<file path="config.mk">
export PLATFORM = sky130hd
export DESIGN_NAME = spfifo
export DESIGN_NICKNAME = d
export VERILOG_FILES = /design/src/rtl/spfifo.sv
export SDC_FILE = /design/constraint.sdc
export NUM_CORES = 1
export LEC_CHECK = 0
export ABC_AREA = 1
export BUFFER_PORTS_ARGS = -buffer_cell sky130_fd_sc_hd__buf_4
export CAP_MARGIN = 20
export CORE_MARGIN = 2
export CORE_UTILIZATION = 59
export CTS_CLUSTER_SIZE = 16
export DETAILED_ROUTE_END_ITERATION = 16
export PLACE_DENSITY = 0.81
export SETUP_SLACK_MARGIN = 0.3
export SYNTH_ARGS = -nofsm -noshare
export SYNTH_HDL_FRONTEND = slang
export SYNTH_SLANG_ARGS = --single-unit
</file>
<file path="constraint.sdc">
create_clock -name clk -period 2.5 [get_ports clk]
set_input_delay 0.125 -clock clk [delete_from_list [all_inputs] [get_ports clk]]
set_output_delay 0.125 -clock clk [all_outputs]
set_load 0.05 [all_outputs]
</file>
<file path="src/rtl/spfifo.sv">
module spfifo #(
  parameter int WIDTH = 16,
  parameter int DEPTH = 6
) (
  input  logic             clk,
  input  logic             rst,
  input  logic             req_valid,
  input  logic             req_push,
  input  logic [WIDTH-1:0] wr_data,
  output logic             full,
  output logic             empty,
  output logic [WIDTH-1:0] rd_data
);
  localparam int PW = (DEPTH > 1) ? $clog2(DEPTH) : 1;
  localparam logic [PW-1:0] LAST = PW'(DEPTH - 1);

  logic [PW-1:0]    rptr, wptr;
  logic             last_rd;
  logic [WIDTH-1:0] mem [DEPTH];
  logic [WIDTH-1:0] rd_q;
  logic             same, do_push, do_pop;

  assign same    = (rptr == wptr);
  assign empty   = same && last_rd;
  assign full    = same && !last_rd;
  assign do_push = req_valid && req_push && !full;
  assign do_pop  = req_valid && !req_push && !empty;
  assign rd_data = rd_q;

  function automatic logic [PW-1:0] step_ptr(input logic [PW-1:0] p);
    return (p == LAST) ? '0 : p + 1'b1;
  endfunction

  always_ff @(posedge clk) begin
    if (rst) begin
      rptr    <= '0;
      wptr    <= '0;
      last_rd <= 1'b1;
    end else begin
      if (do_push) wptr <= step_ptr(wptr);
      if (do_pop)  rptr <= step_ptr(rptr);
      if (do_push)     last_rd <= 1'b0;
      else if (do_pop) last_rd <= 1'b1;
    end
  end

  always_ff @(posedge clk) begin
    if (do_push)     mem[wptr] <= wr_data;
    else if (do_pop) rd_q      <= mem[rptr];
  end

  assert_reset_empty_R1: assert property (@(posedge clk) disable iff (rst)
    $past(rst) |-> (empty && !full));

  assert_never_both_R5: assert property (@(posedge clk) disable iff (rst)
    !(full && empty));

  assert_push_fills_R3: assert property (@(posedge clk) disable iff (rst)
    (req_valid && req_push && !full) |=> !empty);

  assert_pop_drains_R4: assert property (@(posedge clk) disable iff (rst)
    (req_valid && !req_push && !empty) |=> !full);

  assert_no_overflow_R6: assert property (@(posedge clk) disable iff (rst)
    (req_valid && req_push && full) |=> (full && $stable(rd_data)));

  assert_no_underflow_R6: assert property (@(posedge clk) disable iff (rst)
    (req_valid && !req_push && empty) |=> (empty && $stable(rd_data)));

  assert_idle_holds_R7: assert property (@(posedge clk) disable iff (rst)
    !req_valid |=> ($stable(full) && $stable(empty) && $stable(rd_data)));

  assert_rd_hold_R9: assert property (@(posedge clk) disable iff (rst)
    !(req_valid && !req_push) |=> $stable(rd_data));
endmodule

</file>
Word level (Yosys, flattened, before mapping):

Memory sizes are Yosys's and may differ from the RTL's. A register that Yosys moved wholly into a read port is not among the register bits.
Cells that the tools add are included.
W data, S select, Z words.

* flip-flop bits (word level): 7
* bits in writable memories: 96
* input port bits: 20
* output and inout port bits: 18
* logic and storage cells: 28
* memories: 1

Memories
* mem: words 6, width 16, rd ports 1, clocked after memory_dff 1, wr ports 1, RTL line 19 `logic [WIDTH-1:0] mem [DEPTH];`

* add/subtract/negate cells: 2
* eq/ne operators: 3
* multiplexer cells: 6
* bitwise logic cells: 1
* reductions and logical operators: 12

Operator list (count)
* $add A3 B1 Y3 const B: 2
* $eq A3 B3 Y1 const B: 2
* $logic_and A1 B1 Y1: 6
* $mux W3: 2
* $logic_not A1 Y1: 4
* $mux W1: 4
* $eq A3 B3 Y1: 1
* $reduce_and A2 Y1: 1
* $reduce_bool A2 Y1: 1
* $not A1 Y1: 1

Logic depth before layout (Yosys ltp):

Gate-level depths: netlist (run 1).

* word-level depth: 6
* depth in mapped cells: 10
* gate-level depth less buffers: 8

Least setup slack after synthesis (run 1):

OpenSTA, ideal clock, no wires.

* path kind: reg2reg
* from: register rptr[1]
* to: memory mem[1][0], enable pin
* library setup time: 0.388 ns
* arrival: 1.642 ns
* data required time: 2.112 ns
* slack: 0.470 ns
* stages on the path, launching flop included: 9
* period minus slack after synthesis: 2.030 ns
* path through: dfxtp_1 -> buf_6 -> clkinv_2 -> buf_6 -> nand2_4 -> nand2_4 -> nand4_4 -> nand2_4 -> nor2_1

* word-level cells in the longest chain between the ends: 6

Ends and longest elaborated chain
* from (decl): RTL line 17 `logic [PW-1:0] rptr, wptr;`
* from (signal assigned): RTL line 41 `if (do_pop) rptr <= step_ptr(rptr);`
* $eq A3 B3 Y1: RTL line 23 `assign same = (rptr == wptr);`
* $logic_and A1 B1 Y1: RTL line 25 `assign full = same && !last_rd;`
* $logic_not A1 Y1: RTL line 26 `assign do_push = req_valid && req_push && !full;`
* $logic_and A1 B1 Y1: RTL line 26
* $mux W1: RTL line 48 `if (do_push) mem[wptr] <= wr_data;`
* $mux W1 (implied by the code): RTL line 48
* to (decl): RTL line 19

No other way between the ends.

Worst setup path after layout (run 1):

* from: register rptr[1]
* to: output empty

* word-level cells in the longest chain between the ends: 2

Ends and longest elaborated chain
* $eq A3 B3 Y1: RTL line 23
* $logic_and A1 B1 Y1: RTL line 24 `assign empty = same && last_rd;`
* to (decl): RTL line 11 `output logic empty,`

No other way between the ends.

==> impl_metrics.yaml, run 1 <==
status:
  outcome: "finished, final reports clean"
placed_design:
  place_ws_ns: 0.698
  gp_congestion: 0.888
  port_buffers: 37
  hpwlAfterDp_um: 5380
synth:
  syn_inst: 354
  yosysSeqAreaShare: 0.741
  yosys_warnings: 0
  synth_cell_types: 27
  syn-cell-area_sq_um: 4730
  synth_edf_count: 112
  synth-main-ff-cell: "edfxtp_1"
  yosys_register_bits: 119
  async_flop_share: 0
  synth_area_per_cell_sq_um: 13.4
  synth_nets: 374
worst_setup_path:
  arrival_ns: 1.88
  critPathRequiredTime_ns: 2.38
  worstSetupPathType: "reg -> out"
  crit_path_end_kind: "output port"
  path_max_fanout: 35
  r2r_setup_slack_ns: 0.58
  startpoint_type: "register"
routing:
  drc: 0
  dr.first_iter.drc_count: 303
  first_pass_iters: 5
  avgRoutedWirePerCell_um: 18.7
  vias: 3176
  via_per_inst: 5.94
  ant_nets: 0
  wirelength_um: 10000
die:
  start_util: 0.609
  dieArea_sq_um: 8750
  die_h_um: 93.5
  die_w_um: 93.5
  core-area_sq_um: 7770
  num_rows: 32
  ioPinCount: 38
timing:
  rsz0062_at_grt: "no"
  clock.fmax_mhz: 498
  slew-limit-headroom: 0.645
  finalCritPeriodShare: 0.803
  fin_ws_ns: 0.492
  report.final.slew_viol_count: 0
  finalSetupViolations: 0
  fin_skew_ns: 0.00974
  min_period_ns: 2.01
  tightest_slew_ns: 0.532
  fin_tns_setup_ns: 0
  hold_viol: 0
global_route:
  grt_antenna_before_repair: 0
  grt_max_degree: 54
  grtUsageTotal: 0.245
  grt_pass1_vias: 3148
  grt-ovfl-total: 0
  grt_pass1_wl_um: 15700
min_path:
  hp-class: "in -> reg"
clocking:
  cts_buffers: 17
  cts_tree: "built"
  post_cts.repair.setup_buffers: 0
  insertion_delay_ns: 0.51
  cts_htree_levels: 4
  clkSinkCount: 119
  path_clk_slew_ns: 0.06
  root_buffer: "clkbuf_8"
  clockBufferDepth: 2
finish:
  nets: 441
  utilization: 0.756
  area_growth_syn_to_layout_pct: 24.1
  drive_gt1_frac: 0.233
  antenna_cells: 0
  fill_cells: 453
power:
  p_switching_mw: 1.13
  cellLeakagePower_nw: 2.06
  power.total_mw: 4.90
  power_density_nw_per_um2: 835
  p_comb_frac: 0.085
  netSwitchingFraction: 0.231
  clkPwrFrac: 0.456
  p_seq_frac: 0.460
  ir_drop_v: 0.000674
  internal-power_mw: 3.77
flow_run:
  drv_cap: 0
## routing by layer
metal / vias up / track usage / share of wire
met5: - / 0 / 0
met4: 0 / 0.106 / 0.015
met3: 16 / 0.0532 / 0.079
met2: 197 / 0.411 / 0.53
met1: 1527 / 0.309 / 0.38
li1: 1436 / - / -
## cells by family (layout without fill, tap and decap cells)
| logic type | Yosys count | count (layout) | share of synthesized area |
|---|---|---|---|
| AND/OR/NAND/NOR | 127 | 127 | 0.131 |
| AO/OA/AOI/OAI | 71 | 71 | 0.0852 |
| buffers and inverters | 34 | 113 | 0.0365 |
| flip-flops | 119 | 119 | 0.741 |
| XOR/XNOR | 3 | 3 | 0.00714 |
## cells in the mapped netlist, types with 2 or more instances
cell type / n / area share
edfxtp_1: 112 / 0.71
nor2_1: 41 / 0.033
nand3_1: 39 / 0.041
o21ai_0: 35 / 0.037
nand2_1: 32 / 0.025
o211ai_1: 16 / 0.025
o21ai_1: 16 / 0.017
buf_2: 9 / 0.0095
clkbuf_1: 9 / 0.0071
dfxtp_1: 7 / 0.030
inv_1: 7 / 0.0056
inv_2: 4 / 0.0032
nand2_4: 4 / 0.0095
nor3_2: 4 / 0.0085
a21oi_1: 2 / 0.0021
a21oi_2: 2 / 0.0037
buf_6: 2 / 0.0048
nand2_2: 2 / 0.0026
nor2_2: 2 / 0.0026
xor2_1: 2 / 0.0037
## critical path, cell delays in order (launching register included)
cell	delay, ns
dfxtp_1	0.39
buf_6	0.29
nand2_1	0.14
nand2_4	0.10
nand4_2	0.17
inv_1	0.09
buf_4	0.19
## registers in the layout, indices dropped and copies added (netlist names)
register,cells
last_rd,1
wptr,3
rd_data,16
rptr,3
mem,96
## stage by stage
stage | area [sq um] | hold slack [ns] | instances
4_1_cts | 5870 | 0.339 | 535
2_1_floorplan | 4730 | 0.187 | 354
3_5_place_dp | 5120 | 0.329 | 484
5_1_grt | 5870 | 0.364 | 535
6_report | 5870 | 0.364 | 535
3_3_place_gp | 5120 | 0.326 | 484
## what timing repair did
action / 4_1_cts / 5_1_grt
hold buffers: 20 / 0
endpoints found under the setup margin: 0 / 2
endpoints found under the hold margin: 103 / 0
resized for setup: 0 / 1
## cell type report
cell class              count  area, sq um  area share
clock buffers              17          414      0.0705
clock inverters            14          135      0.0230
flip-flops and latches    119         3500       0.597
well taps                 102          128      0.0217
multi-input cells         201         1050       0.180
inverters                  13         63.8      0.0109
repair buffers             69          572      0.0974
## path summary, 6_finish.rpt
kind                          endpoint                  from  depth (start not counted)
hold / removal    wptr[2]$_SDFFE_PP0P_                   rst                          3
setup reg to reg  mem[5][12]$_DFFE_PP_  rptr[1]$_SDFFE_PP0P_                          7
hold reg to reg   wptr[1]$_SDFFE_PP0P_  wptr[1]$_SDFFE_PP0P_                          2
setup / recovery                 empty  rptr[1]$_SDFFE_PP0P_                          6
## cells in the final DEF (no fill, tap or decap)
master	synthesis	routed
o211ai_1	16	16
clkbuf_8	0	1
clkinv_4	0	1
clkinvlp_4	0	4
dlygate4sd3_1	0	20
nand2_2	2	2
nor3_2	4	4
nand2_4	4	4
nand2_1	32	32
inv_6	0	1
o21ai_0	35	35
buf_6	2	1
bufinv_8	1	1
clkinv_2	1	5
nor3_1	1	1
bufinv_16	0	2
xor2_1	2	2
dfxtp_1	7	7
edfxtp_1	112	112
clkinv_1	0	2
inv_1	7	7
xnor2_2	1	1
nand4_2	1	1
nor2_1	41	41
a21oi_1	2	2
buf_4	1	48
o21ai_1	16	16
nand3_1	39	39
nor2_2	2	2
nand4_4	1	1
inv_2	4	4
clkbuf_16	0	16
a21oi_2	2	2
## power by group through the flow
stage	Combinational [mW]	Sequential, mW	Clock, mW
after CTS	0.411	2.25	2.24
after floorplan	0.216	2.34	0
final	0.416	2.25	2.23
after global placement	0.367	2.29	0
after detailed placement	0.381	2.29	0
after global routing	0.447	2.26	2.32
(Power assumes the default switching activity.)
==> run 2: changes to the inputs <==
Settings changed: ABC_AREA 1 to 0.
Clock period 2.5 ns to 1.95 ns, I/O delays scaled along.
==> impl_metrics.yaml, run 2 <==
worst_setup_path:
  crit_chain: "xor2_4, nor4_4, buf_12, buf_6, nor4_4, bufbuf_16"
  crit_top_cell: "nor4_4"
  path_max_fanout: 8
  reg2regPathDepth: 6
  setup.worst_path.start: "wptr[2]$_SDFFE_PP0P_"
  startpoint_type: "register"
  arrival_ns: 2.15
  critPathMaxStageDelay_ns: 0.39
  worst-path-buf-inv: 3
  slowest_stage: "dfxtp_4"
  r2r_start: "wptr[2]$_SDFFE_PP0P_"
  path_depth: 6
  worstSetupPathType: "reg -> reg"
  path_delay_family: "buffers and inverters"
  critPathRequiredTime_ns: 2.18
  crit_path_end_kind: "register"
synth:
  yosys_register_bits: 119
  async_flop_share: 0
  synth_edf_count: 112
  synth_cell_types: 33
  yosysSeqAreaShare: 0.747
  synth-main-ff-cell: "edfxtp_1"
  yosys-top-cells-area: "edfxtp_1 (72%), mux4_2 (7.7%), mux2i_1 (3.4%), dfxtp_1 (3.0%), o21ai_0 (1.7%)"
  synth_area_per_cell_sq_um: 18.1
  yosys_warnings: 0
  syn-cell-area_sq_um: 4690
  synth_nets: 279
  synth_area_leader_cell: "edfxtp_1"
  synth.top_cell.area_share: 0.717
  yosysMostFrequentCell: "edfxtp_1"
  syn_inst: 259
  synth.top_cells.by_count: "edfxtp_1 (112), nand2_1 (19), mux2i_1 (16), mux4_2 (16), o21ai_0 (16)"
routing:
  drc: 0
  wirelength_um: 14600
  vias: 3178
  via_per_inst: 6.42
  avgRoutedWirePerCell_um: 29.5
  first_pass_iters: 5
  dr.first_iter.drc_count: 375
  ant_nets: 0
finish:
  largest_reg_flops: 96
  nets: 399
  fin_cells: 495
  final_common_cell: "edfxtp_1"
  fill_cells: 250
  utilization: 0.887
  area_growth_syn_to_layout_pct: 46.2
  layout_common_cells: "edfxtp_1 (112), buf_4 (69), clkbuf_16 (19)"
  largest_register: "mem"
  drive_gt1_frac: 0.441
flow_run:
  drv_cap: 0
die:
  core-area_sq_um: 7730
  dieArea_sq_um: 8680
  start_util: 0.607
  die_h_um: 93.2
  die_w_um: 93.2
  num_rows: 32
  ioPinCount: 38
timing:
  slew-limit-headroom: 0.673
  fin_skew_ns: 0.00807
  clock.fmax_mhz: 522
  min_period_ns: 1.92
  report.final.slew_viol_count: 0
  rsz0062_at_grt: "yes"
  tightest_slew_ns: 0.479
  finalCritPeriodShare: 0.983
  hold_viol: 0
  fin_tns_setup_ns: 0
  finalSetupViolations: 0
global_route:
  grt_pass1_vias: 3008
  grt_max_degree: 21
  grt-ovfl-total: 0
  grtUsageTotal: 0.308
  grt_pass1_wl_um: 18300
  grt_antenna_before_repair: 0
clocking:
  root_buffer: "clkbuf_8"
  insertion_delay_ns: 0.52
  cts_tree: "built"
  cts_buffers: 17
  clkSinkCount: 119
  path_clk_slew_ns: 0.06
  clockBufferDepth: 2
  cts_htree_levels: 4
status:
  outcome: "finished, final reports clean"
placed_design:
  hpwlAfterDp_um: 5070
  gp_congestion: 0.916
  placed_cells: 401
  port_buffers: 37
min_path:
  hp-class: "in -> reg"
  hold_path_depth: 3
  min_from: "rst"
power:
  cellLeakagePower_nw: 2.42
  power_density_nw_per_um2: 1250
  ir_drop_v: 0.00110
  power.total_mw: 8.57
run 2: report_power, final:
group,internal [mW],switching (mW),leakage [nW]
sequential,2.96,0.0784,1.08
clock,2.22,1.21,0.302
combinational,1.03,1.08,1.04
total,6.21,2.36,2.42
run 2: stage by stage:
stage	area [sq um]	worst slack (ns)	hold WS, ns
after detailed placement	5350	0.200	0.323
after global placement	5350	0.217	0.316
after global routing	6850	0.0255	0.0777
after CTS	6490	0.127	0.0255
after floorplan	4830	-0.465	0.196
final	6860	0.0338	0.0912
run 2: path summary, 6_finish.rpt:
kind	end	slack (ns)
max reg2reg	mem[1][6]$_DFFE_PP_	0.03
min reg2reg	rd_data[14]$_DFFE_PP_	0.65
max	mem[1][6]$_DFFE_PP_	0.03
min	wptr[1]$_SDFFE_PP0P_	0.09
run 2: metal layers:
layer / vias up / global-route usage / share of wire / routed length (um)
li1: 1292 / - / - / -
met1: 1587 / 0.361 / 0.34 / 5000
met2: 245 / 0.551 / 0.53 / 7770
met3: 54 / 0.0709 / 0.089 / 1300
met4: 0 / 0.124 / 0.036 / 518
met5: - / 0 / 0 / 0
run 2: worst reg2reg max path, stage by stage, from the launching register on:
cell and delay [ns]:
dfxtp_4 0.39, xor2_4 0.24, nor4_4 0.08, buf_12 0.15, buf_6 0.12, nor4_4 0.29, bufbuf_16 0.36
run 2: timing repair:
action,CTS,global route
setup endpoints to repair,132,128
hold endpoints to repair,97,0
setup buffers,15,21
hold buffers,18,0
cloned,4,3
pin swaps,6,5
resized for setup,24,29
run 2: layout make-up:
cell class	count	area (sq um)	share of cell area
Timing Repair Buffer	116	1240	0.181
Sequential cell	119	3530	0.514
Tap cell	102	128	0.0186
Clock inverter	14	221	0.0323
Antenna cell	1	2.50	0.000365
Multi-Input combinational cell	120	1300	0.189
Inverter	5	21.3	0.00310
Clock buffer	18	418	0.0609
run 2: cells by family (layout without fill, tap and decap cells):
| family | count (synthesis) | count (layout) | share of synthesized area |
|---|---|---|---|
| flops | 119 | 119 | 0.747 |
| simple gates | 53 | 53 | 0.0659 |
| mux | 32 | 32 | 0.111 |
| compound gates | 29 | 29 | 0.0411 |
| buf+inv | 20 | 153 | 0.0221 |
| xor+xnor | 6 | 6 | 0.0128 |
| other cells | 0 | 1 | 0 |
==> run 3: changes to the inputs <==
Settings changed: CORE_UTILIZATION 59 to 53, PLACE_DENSITY 0.81 to 0.77.
Clock period 1.95 ns to 1.6 ns, I/O delays scaled along.
==> impl_metrics.yaml, run 3 (synthesis gave the netlist of run 2 again) <==
power:
  power_density_nw_per_um2: 1430
  cellLeakagePower_nw: 2.44
  ir_drop_v: 0.00113
  power.total_mw: 9.89
min_path:
  hp-class: "in -> reg"
  hold_path_depth: 4
clocking:
  insertion_delay_ns: 0.51
  clkSinkCount: 119
  clockBufferDepth: 2
  cts_htree_levels: 4
  cts_tree: "built"
  root_buffer: "clkbuf_8"
  path_clk_slew_ns: 0.06
  cts_buffers: 17
global_route:
  grt-ovfl-total: 0
  grt_pass1_wl_um: 17800
  grt_antenna_before_repair: 0
  grtUsageTotal: 0.261
  grt_pass1_vias: 2966
  grt_max_degree: 34
placed_design:
  placed_cells: 420
  gp_congestion: 0.855
  place_ws_ns: -0.142
  port_buffers: 37
  hpwlAfterDp_um: 5440
  placed_cell_area_sq_um: 5480
finish:
  fill_cells: 406
  largest_reg_flops: 96
  drive_gt1_frac: 0.464
  final_cell_area_sq_um: 6930
  antenna_cells: 0
  largest_register: "mem"
  final_common_cell: "edfxtp_1"
  layout_common_cells: "edfxtp_1 (112), buf_4 (65), nand2_1 (19), clkbuf_16 (19), buf_6 (19)"
  nets: 407
  multi_input_area_sq_um: 1330
  area_growth_syn_to_layout_pct: 47.7
  fin_cells: 507
  regArea_sq_um: 3520
  utilization: 0.802
worst_setup_path:
  path_max_fanout: 8
  arrival_ns: 2.14
  path_depth: 5
  crit_path_end_kind: "register"
  r2r_start: "rptr[0]$_SDFFE_PP0P_"
  startpoint_type: "register"
  worst-path-buf-inv: 2
  r2r_setup_slack_ns: -0.32
  worstSetupPathType: "reg -> reg"
  critPathMaxStageDelay_ns: 0.51
  setup.worst_path.start: "rptr[0]$_SDFFE_PP0P_"
  crit_chain: "buf_4, bufbuf_16, mux4_2, nand2_1, o21ai_0"
  crit_end: "rd_data[10]$_DFFE_PP_"
  rr_endpoint: "rd_data[10]$_DFFE_PP_"
  path_delay_family: "multiplexers"
  slowest_stage: "mux4_2"
  critPathRequiredTime_ns: 1.82
  reg2regPathDepth: 5
timing:
  finalSetupViolations: 128
  rsz0062_at_grt: "yes"
  finalCritPeriodShare: 1.20
  hold_viol: 0
  report.final.slew_viol_count: 0
  min_period_ns: 1.92
  worst_hold_slack_ns: 0.0327
  clock.fmax_mhz: 520
  slew-limit-headroom: 0.734
  fin_skew_ns: 0.00916
  fin_ws_ns: -0.324
  tightest_slew_ns: 0.389
  fin_tns_setup_ns: -18.01
flow_run:
  drv_cap: 0
routing:
  avgRoutedWirePerCell_um: 25.2
  via_per_inst: 6.07
  dr.first_iter.drc_count: 222
  first_pass_iters: 5
  drc: 0
  ant_nets: 0
  vias: 3075
  wirelength_um: 12800
die:
  start_util: 0.543
  die_h_um: 98.1
  die_w_um: 98.1
  dieArea_sq_um: 9620
  num_rows: 34
  core-area_sq_um: 8640
  ioPinCount: 38
status:
  failed_checks: "setup timing"
  outcome: "finished, violations left"
[run 3: worst register-to-register path: stages, from the launching register on]
cell       delay (ns)
dfxtp_4          0.37
buf_4            0.19
bufbuf_16        0.32
mux4_2           0.52
nand2_1          0.09
o21ai_0          0.16
[run 3: layout make-up]
| type | instances | share of cell area |
|---|---|---|
| Sequential cell | 119 | 0.509 |
| Timing Repair Buffer | 124 | 0.197 |
| Multi-Input combinational cell | 120 | 0.192 |
| Clock buffer | 17 | 0.0598 |
| Clock inverter | 14 | 0.0195 |
| Tap cell | 108 | 0.0195 |
| Inverter | 5 | 0.00307 |
[run 3: metal layers]
layer,global-route usage,wire [um],vias up
met1,0.322,4680,1560
met5,0,0,-
met4,0.0876,346,0
met3,0.0795,1020,25
li1,-,-,1311
met2,0.443,6740,179
[run 3: what timing repair did]
item                                    4_1_cts  5_1_grt
hold buffers                                 18        0
setup buffers                                22        7
pin swaps                                    12        7
resized for setup                            55       12
gates cloned                                  8        1
endpoints found under the setup margin      136      137
endpoints found under the hold margin        97        0
[run 3: report_power, final]
group          internal [mW]  total [mW]  switching (mW)
registers               3.61        3.69          0.0770
clock network           2.19        3.56            1.38
logic                   1.34        2.64            1.30
total                   7.14        9.89            2.75
[run 3: worst min path at each step]
| stage | from | end | slack [ns] |
|---|---|---|---|
| after floorplan | wr_data[0] | mem[0][0]$_DFFE_PP_ | 0.18 |
| after global placement | wr_data[8] | mem[3][8]$_DFFE_PP_ | 0.30 |
| after detailed placement | wr_data[10] | mem[5][10]$_DFFE_PP_ | 0.30 |
| after CTS | req_push | rptr[2]$_SDFFE_PP0P_ | 0.01 |
| after global routing | req_push | rptr[2]$_SDFFE_PP0P_ | 0.06 |
| final | req_push | rptr[2]$_SDFFE_PP0P_ | 0.03 |
